## src/rtl/phyinit_pkg.sv

```systemverilog
package phyinit_pkg;

    localparam int REG_W      = 32;
    localparam int FIELD_W    = 4;
    localparam int START_BIT  = 31;
    localparam int SLOW_BIT   = 29;
    localparam int SDIO_BIT   = 28;
    localparam int DUR_W      = 4 * FIELD_W;

    // Packed so that the struct maps directly onto word bits [15:0]:
    // settle [15:12], en [11:8], gap [7:4], rst [3:0]
    typedef struct packed {
        logic [FIELD_W-1:0] settle;
        logic [FIELD_W-1:0] en;
        logic [FIELD_W-1:0] gap;
        logic [FIELD_W-1:0] rst;
    } dur_t;

    typedef enum logic [2:0] {
        PH_IDLE,
        PH_EN,
        PH_GAP,
        PH_RST,
        PH_SETTLE,
        PH_TAIL
    } phase_e;

    typedef struct packed {
        logic slow;
        logic sdio;
        dur_t dur;
    } cfg_t;

    function automatic dur_t word_to_dur(logic [REG_W-1:0] w);
        return dur_t'(w[DUR_W-1:0]);
    endfunction

    // Fixed successor in the sequence, with no skipping
    function automatic phase_e phase_succ(phase_e p);
        case (p)
            PH_IDLE:   return PH_EN;
            PH_EN:     return PH_GAP;
            PH_GAP:    return PH_RST;
            PH_RST:    return PH_SETTLE;
            PH_SETTLE: return PH_TAIL;
            default:   return PH_IDLE;
        endcase
    endfunction

    // Programmed length of a field-driven phase; 0 for the others
    function automatic logic [FIELD_W-1:0] field_len(phase_e p, dur_t d);
        case (p)
            PH_EN:     return d.en;
            PH_GAP:    return d.gap;
            PH_RST:    return d.rst;
            PH_SETTLE: return d.settle;
            default:   return '0;
        endcase
    endfunction

endpackage

```

## src/rtl/phyinit_regs.sv

```systemverilog
module phyinit_regs
    import phyinit_pkg::*;
(
    input  logic             clk,
    input  logic             rst,
    input  logic             wr_en,
    input  logic [REG_W-1:0] wr_data,
    input  logic             busy_i,
    output logic             start_o,
    output cfg_t             cfg_o,
    output logic [REG_W-1:0] rd_data
);

    cfg_t cfg_q;

    always_ff @(posedge clk) begin
        if (rst) begin
            cfg_q <= '0;
        end else if (wr_en) begin
            cfg_q.slow <= wr_data[SLOW_BIT];
            cfg_q.sdio <= wr_data[SDIO_BIT];
            cfg_q.dur  <= word_to_dur(wr_data);
        end
    end

    // A launch request only counts while the sequencer is idle
    assign start_o = wr_en && wr_data[START_BIT] && !busy_i;
    assign cfg_o   = cfg_q;

    always_comb begin
        rd_data                 = '0;
        rd_data[START_BIT]      = busy_i;
        rd_data[SLOW_BIT]       = cfg_q.slow;
        rd_data[SDIO_BIT]       = cfg_q.sdio;
        rd_data[DUR_W-1:0]      = cfg_q.dur;
    end

    assert_mode_write_R8: assert property (@(posedge clk) disable iff (rst)
        wr_en |=> (cfg_o.slow == $past(wr_data[SLOW_BIT])) &&
                  (cfg_o.sdio == $past(wr_data[SDIO_BIT])));

    assert_field_write_R9: assert property (@(posedge clk) disable iff (rst)
        wr_en |=> rd_data[DUR_W-1:0] == $past(wr_data[DUR_W-1:0]));

endmodule

```

## src/rtl/phyinit_seq.sv

```systemverilog
module phyinit_seq
    import phyinit_pkg::*;
#(
    parameter int TAIL_CYCLES = 8
) (
    input  logic clk,
    input  logic rst,
    input  logic start_i,
    input  dur_t dur_i,
    output logic busy_o,
    output logic sync_en_o,
    output logic sync_rst_o
);

    localparam int MAX_LEN = (TAIL_CYCLES > (1 << FIELD_W)) ? TAIL_CYCLES : (1 << FIELD_W);
    localparam int CNT_W   = $clog2(MAX_LEN);
    localparam int LEN_W   = CNT_W + 1;
    localparam int N_PHASE = 5;

    phase_e            phase_q, phase_d;
    logic [CNT_W-1:0]  cnt_q, cnt_d;
    dur_t              snap_q, snap_d;

    function automatic logic [LEN_W-1:0] len_of(phase_e p, dur_t d);
        if (p == PH_TAIL)
            return LEN_W'(TAIL_CYCLES);
        return LEN_W'(field_len(p, d));
    endfunction

    // From candidate p, walk forward past every phase of length zero
    function automatic phase_e first_live(phase_e p, dur_t d);
        phase_e q;
        q = p;
        for (int k = 0; k < N_PHASE; k++) begin
            if (q != PH_TAIL && q != PH_IDLE && len_of(q, d) == '0)
                q = phase_succ(q);
        end
        return q;
    endfunction

    always_comb begin
        phase_d = phase_q;
        cnt_d   = cnt_q;
        snap_d  = snap_q;
        if (phase_q == PH_IDLE) begin
            if (start_i) begin
                snap_d  = dur_i;
                phase_d = first_live(PH_EN, dur_i);
                cnt_d   = CNT_W'(len_of(phase_d, dur_i) - LEN_W'(1));
            end
        end else if (cnt_q != '0) begin
            cnt_d = cnt_q - CNT_W'(1);
        end else if (phase_q == PH_TAIL) begin
            phase_d = PH_IDLE;
        end else begin
            phase_d = first_live(phase_succ(phase_q), snap_q);
            cnt_d   = CNT_W'(len_of(phase_d, snap_q) - LEN_W'(1));
        end
    end

    always_ff @(posedge clk) begin
        if (rst) begin
            phase_q <= PH_IDLE;
            cnt_q   <= '0;
            snap_q  <= '0;
        end else begin
            phase_q <= phase_d;
            cnt_q   <= cnt_d;
            snap_q  <= snap_d;
        end
    end

    assign busy_o     = (phase_q != PH_IDLE);
    assign sync_en_o  = (phase_q == PH_EN);
    assign sync_rst_o = (phase_q == PH_RST);

    assert_phase_hold_R4: assert property (@(posedge clk) disable iff (rst)
        (busy_o && cnt_q != '0) |=> phase_q == $past(phase_q));

    assert_strobe_excl_R4: assert property (@(posedge clk) disable iff (rst)
        $onehot0({sync_en_o, sync_rst_o}));

    assert_launch_cause_R2: assert property (@(posedge clk) disable iff (rst)
        $rose(busy_o) |-> $past(start_i));

    assert_no_relaunch_R6: assert property (@(posedge clk) disable iff (rst)
        busy_o |-> !start_i);

    assert_tail_exit_R3: assert property (@(posedge clk) disable iff (rst)
        $fell(busy_o) |-> $past(phase_q) == PH_TAIL);

endmodule

```

## src/rtl/phyinit_sync.sv

```systemverilog
module phyinit_sync
    import phyinit_pkg::*;
#(
    parameter int TAIL_CYCLES = 8
) (
    input  logic        clk,
    input  logic        rst,
    input  logic        wr_en,
    input  logic [31:0] wr_data,
    output logic [31:0] rd_data,
    output logic        fc_sync_en,
    output logic        fc_sync_rst,
    output logic        phy_ready,
    output logic        slow_mode,
    output logic        sdio_mode
);

    logic busy;
    logic start;
    cfg_t cfg;

    phyinit_regs u_regs (
        .clk     (clk),
        .rst     (rst),
        .wr_en   (wr_en),
        .wr_data (wr_data),
        .busy_i  (busy),
        .start_o (start),
        .cfg_o   (cfg),
        .rd_data (rd_data)
    );

    phyinit_seq #(
        .TAIL_CYCLES (TAIL_CYCLES)
    ) u_seq (
        .clk        (clk),
        .rst        (rst),
        .start_i    (start),
        .dur_i      (word_to_dur(wr_data)),
        .busy_o     (busy),
        .sync_en_o  (fc_sync_en),
        .sync_rst_o (fc_sync_rst)
    );

    assign phy_ready = !busy;
    assign slow_mode = cfg.slow;
    assign sdio_mode = cfg.sdio;

    assert_ready_tracks_R7: assert property (@(posedge clk) disable iff (rst)
        phy_ready == !rd_data[START_BIT]);

    assert_reset_state_R1: assert property (@(posedge clk)
        rst |=> phy_ready && !fc_sync_en && !fc_sync_rst && rd_data == '0);

    assert_quiet_write_R10: assert property (@(posedge clk) disable iff (rst)
        (phy_ready && wr_en && !wr_data[START_BIT]) |=> phy_ready);

endmodule

```

## config.mk

```make
export PLATFORM = sky130hd
export DESIGN_NAME = phyinit_sync
export DESIGN_NICKNAME = d
export VERILOG_FILES = /design/src/rtl/phyinit_pkg.sv /design/src/rtl/phyinit_regs.sv /design/src/rtl/phyinit_seq.sv /design/src/rtl/phyinit_sync.sv
export SDC_FILE = /design/constraint.sdc
export NUM_CORES = 1
export LEC_CHECK = 0
export ABC_CLOCK_PERIOD_IN_PS = 7000
export BUFFER_PORTS_ARGS = -buffer_cell sky130_fd_sc_hd__buf_2
export CORE_MARGIN = 3
export CORE_UTILIZATION = 28
export CTS_BUF_LIST = sky130_fd_sc_hd__clkbuf_4 sky130_fd_sc_hd__clkbuf_8 sky130_fd_sc_hd__clkbuf_16
export CTS_CLUSTER_DIAMETER = 120
export DETAILED_ROUTE_END_ITERATION = 12
export GPL_ROUTABILITY_DRIVEN = 0
export SLEW_MARGIN = 20
export SYNTH_ARGS = -nofsm -noshare
export SYNTH_HDL_FRONTEND = slang
export SYNTH_SLANG_ARGS = --single-unit
```

## constraint.sdc

```tcl
create_clock -name clk -period 7 [get_ports clk]
set_input_delay 1.4 -clock clk [delete_from_list [all_inputs] [get_ports clk]]
set_output_delay 1.4 -clock clk [all_outputs]
set_load 0.005 [all_outputs]
```

* Yosys cells after proc, flatten, opt, wreduce, memory -nomap -nowiden
Index checks and enable logic that the tools add are counted.
** Storage, ports and cells
- Flip-flop bits (word level) :: 41
- Bits of input ports :: 35
- Output and inout port bits :: 37
- Logic and storage cells :: 300
** Operators by class
- $add $sub $neg :: 3
- Eq/ne operators :: 72
- Muxes and demuxes :: 158
- Reduce and logical (&&, ||, !) cells :: 55
** Operators with widths (number)
- 2-to-1 mux 5 bit :: 41
- case mux 4 bit (4 select lines) :: 11
- case mux 3 bit (5 select lines) :: 9
- 2-to-1 mux 3 bit :: 41
- equality test 3 x 2 -> 1 bit (second input constant) :: 24
- equality test 3 bit (second input constant) :: 24
- 2-to-1 mux 4 bit :: 15
- zero test 5 bit :: 9
- 2-to-1 mux 1 bit :: 39
- equality test 3 x 1 -> 1 bit (second input constant) :: 12
- zero test 3 bit :: 10
- nonzero test 3 bit :: 10
- inequality test 3 bit (second input constant) :: 9
- logical AND 1 bit :: 20
- case mux 3 bit (4 select lines) :: 1
- subtractor 4 x 1 -> 4 bit (second input constant) :: 3
- AND reduction 2 bit :: 3
- zero test 4 bit :: 1
- nonzero test 4 bit :: 1
- inequality test 3 x 1 -> 1 bit (second input constant) :: 1
- 2-to-1 mux 2 bit :: 1
- inequality test 2 x 1 -> 1 bit (second input constant) :: 1
- inequality test 2 bit (second input constant) :: 1
- zero test 1 bit :: 1

* Depth between registers and ports, before layout
- Word-level depth :: 93
- Mapped depth :: 19
- Gate-level depth less buffers :: 18

* Cells and area by module
A second synthesis with hierarchy kept.
** Unflattened totals
- Cell total of the unflattened synthesis :: 348
- Area, all modules :: 2817.7 µm²
** Modules (own cells, without submodules)
- phyinit_seq :: instances 1, cells an instance 254, area each 1913.1 µm², sequential area each 380.4 µm²
- phyinit_regs :: instances 1, cells an instance 93, area each 900.9 µm², sequential area each 360.3 µm²
- phyinit_sync :: instances 1, cells an instance 1, area each 3.8 µm², sequential area each 0.0 µm²

* Worst setup path before layout
Ideal clock, no wire load.
- Path kind :: in2reg
- From :: input port wr_data[9]
- To :: register u_seq.cnt_q[2]
- Library setup time :: 0.127 ns
- Arrival :: 5.235 ns
- Data required time :: 6.873 ns
- Path slack :: 1.639 ns
- Cell stages on the path :: 18
- Path buffers :: 1
- Cells stage by stage :: or4_4 > inv_1 > nand2_1 > ha_1 > clkbuf_8 > nand2_1 > nand2_1 > a211oi_1 > fa_1 > a21o_2 > a211oi_1 > mux2_1 > nand2b_4 > o22ai_1 > a31oi_4 > ha_1 > xnor2_1 > o22ai_1
** On the way
- Longest elaborated chain between the ends :: 64
- Elaborated cells on any way between the ends :: 109
- Classes of those cells :: 1 x add/sub; 29 x eq/ne; 58 x mux; 21 x reduce/logical
** Ends and longest elaborated chain
- from (decl) :: RTL line phyinit_sync.sv:9 : input logic [31:0] wr_data,
- 2-to-1 mux 4 bit :: RTL line phyinit_seq.sv:46 : if (start_i) begin
- 2-to-1 mux 4 bit :: RTL line phyinit_seq.sv:45 : if (phase_q == PH_IDLE) begin
- zero test 4 bit :: RTL line phyinit_seq.sv:35 : if (q != PH_TAIL && q != PH_IDLE && len_of(q, d) == '0)
- 2-to-1 mux 2 bit :: RTL line phyinit_seq.sv:35
- 2-to-1 mux 3 bit :: RTL line phyinit_seq.sv:46
- 2-to-1 mux 3 bit :: RTL line phyinit_seq.sv:45
- equality test 3 bit :: RTL line phyinit_seq.sv:25 : if (p == PH_TAIL)
- 2-to-1 mux 1 bit :: RTL line phyinit_seq.sv:25
- [... 48 more ...]
- 2-to-1 mux 1 bit :: RTL line phyinit_seq.sv:46
- 2-to-1 mux 1 bit :: RTL line phyinit_seq.sv:45
- 2-to-1 mux 4 bit * :: RTL line phyinit_seq.sv:27 : return LEN_W'(field_len(p, d));
- 2-to-1 mux 4 bit * :: RTL line phyinit_seq.sv:46
- 2-to-1 mux 4 bit * :: RTL line phyinit_seq.sv:45
- subtractor 4 x 1 -> 4 bit * :: RTL line phyinit_seq.sv:49 : cnt_d = CNT_W'(len_of(phase_d, dur_i) - LEN_W'(1));
- 2-to-1 mux 4 bit * :: RTL line phyinit_seq.sv:46
- 2-to-1 mux 4 bit * :: RTL line phyinit_seq.sv:45
- to (signal assigned) :: RTL line phyinit_seq.sv:68 : cnt_q <= cnt_d;
- to (decl) :: RTL line phyinit_seq.sv:21 : logic [CNT_W-1:0] cnt_q, cnt_d;
Mark *: on every way between the ends. The rest lies on a longest branch, timed or not. The select of a mux whose other input is x is not followed.
A chain may end at the register's enable or synchronous reset.

* Worst setup path after layout
Ends and elaborated chain as after synthesis.

==> out/qor.yml <==
floorplanning:
  die_width_um: 101.0
  die_h_um: 101.0
  start_util: 0.2885
  rows: 34
  die-area_um2: 10210
  io-pin-count: 72
  core-area_um2: 8763
setup_path:
  rrSetupSlack_ps: 4120
  cp_max_fo: 11
  criticalPathCategory: "in -> reg"
  cp.required_ps: 7160
  r2r_cells: 10
  cp-end-kind: "flip-flop"
  startpoint_type: "primary input"
  cp.arrival_ps: 5820
synthesis:
  synth_area_leaders: "dfxtp_1 29%, mux2i_1 8.3%, nand2_1 7.3%"
  ys_warn_count: 0
  ys_ff_latch: 37
  ys_types: 74
  synth_edf_count: 0
  synth_area_per_cell_um2: 8.210
  synthArstFlopShare: 0
  syn_area_um2: 2529
  synth_area_leader_cell: "dfxtp_1"
  synth_seq_area_share: 0.2929
  netlist_instances: 308
  netlist.area_leader.share: 0.2929
  synth_ff_type: "dfxtp_1"
timing:
  slew_headroom: 0.5004
  setup_violations: 0
  finClkSkew_ps: 7.514
  slew_viol_final: 0
  worst_pin_slew_ps: 742.5
  period_needed_ps: 5654
  worst_slack_ps: 1346
  finalCritPeriodShare: 0.8077
  fmax_mhz: 176.9
  hold_viol: 0
  grt_setup_unrepaired: "no"
  setup_tns_ps: 0
clock_network:
  htree_levels: 2
  cts_tree: "done"
  postCtsHoldBufs: 0
  clk_latency_ps: 290
  clk_path_buf_depth: 2
  clk_pin_slew_ps: 70
  cts_num_sinks: 37
  post_cts_resize_count: 0
  cts_buffers: 5
  cts_setup_buffers: 0
  cts_root_buffer: "clkbuf_8"
global_routing:
  grt_util_met3: 0.02907
  overflow: 0
  grt_pass1_wl_um: 10940
  grt_pass1_vias: 2260
  met2_usage: 0.2071
  grt_use_met1: 0.1795
  grtUsageTotal: 0.1323
  antenna_found_initial: 0
  grt_busiest_layer: "met2"
  grt_max_degree: 39
worst_hold_path:
  hold_depth: 2
  hold_path_class: "reg -> reg"
routing:
  drtIter0Drc: 123
  drc_errors: 0
  antenna_left: 0
  via_per_inst: 5.204
  routed_wl_um: 6468
  drt-wirelength-per-cell_um: 14.37
  drt_first_pass_iters: 4
  via_count: 2342
cells_and_area:
  mostFrequentLayoutCells: "49 x nand2_1, 45 x buf_2, 37 x dfxtp_1"
  finalNonFillerCells: 450
  syn_to_final_growth_pct: 12.77
  multi_input_area_um2: 1612
  fin_nets: 381
  drive_above_1_share: 0.2251
  ff_latch_area_um2: 740.7
  layout_commonest_cell: "nand2_1"
  fillers: 949
  n_antenna_cell: 0
place:
  placed_cells: 442
  pre_cts_slack_ps: 1061
  port_buffers: 45
  dp_hpwl_um: 4912
outcome:
  status: "finished, final reports clean"
power_and_ir_drop:
  p_leak_nw: 1.230
  peakVddDrop_v: 0.0001048
  cellPowerDensity_nw_per_um2: 313.4
  p_total_mw: 0.8937
job:
  maxCapViolCount: 0
## critical path, stage by stage
cell	delay, ps
buf_2	140
or4_4	580
inv_1	220
nand2_1	140
ha_1	450
nand2_1	130
nand2_1	80
a211oi_1	320
fa_1	500
a21o_2	240
a211oi_1	270
mux2_1	370
nor2_1	220
nand3_1	180
o21a_1	150
ha_1	180
xnor2_1	150
o22ai_1	100
## path summary, 6_finish.rpt
kind,from,endpoint
hold / removal,u_seq.snap_q[5],u_seq.snap_q[5]
setup / recovery,wr_data[9],u_seq.cnt_q[2]
setup reg to reg,u_seq.snap_q[0],u_seq.cnt_q[3]
hold reg to reg,u_seq.snap_q[5],u_seq.snap_q[5]
## cells in the mapped netlist (4+ instances only)
library cell,n
a211oi_1,4
a21oi_1,19
buf_4,16
clkbuf_1,10
dfxtp_1,37
ha_1,4
inv_1,5
mux2i_1,21
nand2_1,49
nand2b_1,4
nand3_1,6
nor2_1,30
nor3_1,5
nor4_1,6
o21ai_0,10
## flip-flops by register name, summed over array words and instances (netlist names)
name and flops:
u_seq.snap_q 12, u_seq.phase_q 3, u_regs.cfg_o 18, u_seq.cnt_q 4
## cell type report
| cell class | count | area share |
|---|---|---|
| clock buffers | 6 | 0.02896 |
| clock inverters | 2 | 0.01316 |
| inverters | 5 | 0.006582 |
| multi-input cells | 247 | 0.5652 |
| flip-flops and latches | 37 | 0.2598 |
| well taps | 108 | 0.04739 |
| repair buffers | 45 | 0.07898 |
## stage by stage
step / utilization / area [um^2] / hold slack, ps
after floorplan: - / 2574 / 448.5
after global placement: 0.3117 / 2731 / 462.3
after detailed placement: 0.3117 / 2731 / 474.9
after CTS: 0.3254 / 2851 / 486.3
after global routing: 0.3254 / 2851 / 507.0
final: 0.3254 / 2851 / 481.3
## per-layer routing
metal	vias to the layer above	part of all wire	wire [um]
met5	-	0	0
met4	0	0.017	108
met3	11	0.050	326
met2	76	0.46	2989
met1	1096	0.47	3042
li1	1159	-	-
## where the power goes
group	switching (mW)	total (mW)	internal, mW
registers	0.0426	0.285	0.242
logic	0.240	0.416	0.175
clock network	0.0775	0.193	0.116
## cell families (layout without fill, tap and decap cells)
group	count (synthesis)	after routing	synth area share
XOR/XNOR	1	1	0.003464
flip-flops	37	37	0.2929
adder cells (fa/ha/maj)	5	5	0.02771
buffers and inverters	36	58	0.08759
multiplexers	23	23	0.09302
other	1	13	0.001483
AND/OR/NAND/NOR	126	126	0.2543
AO/OA/AOI/OAI	79	79	0.2395
(Power assumes the default switching activity.)
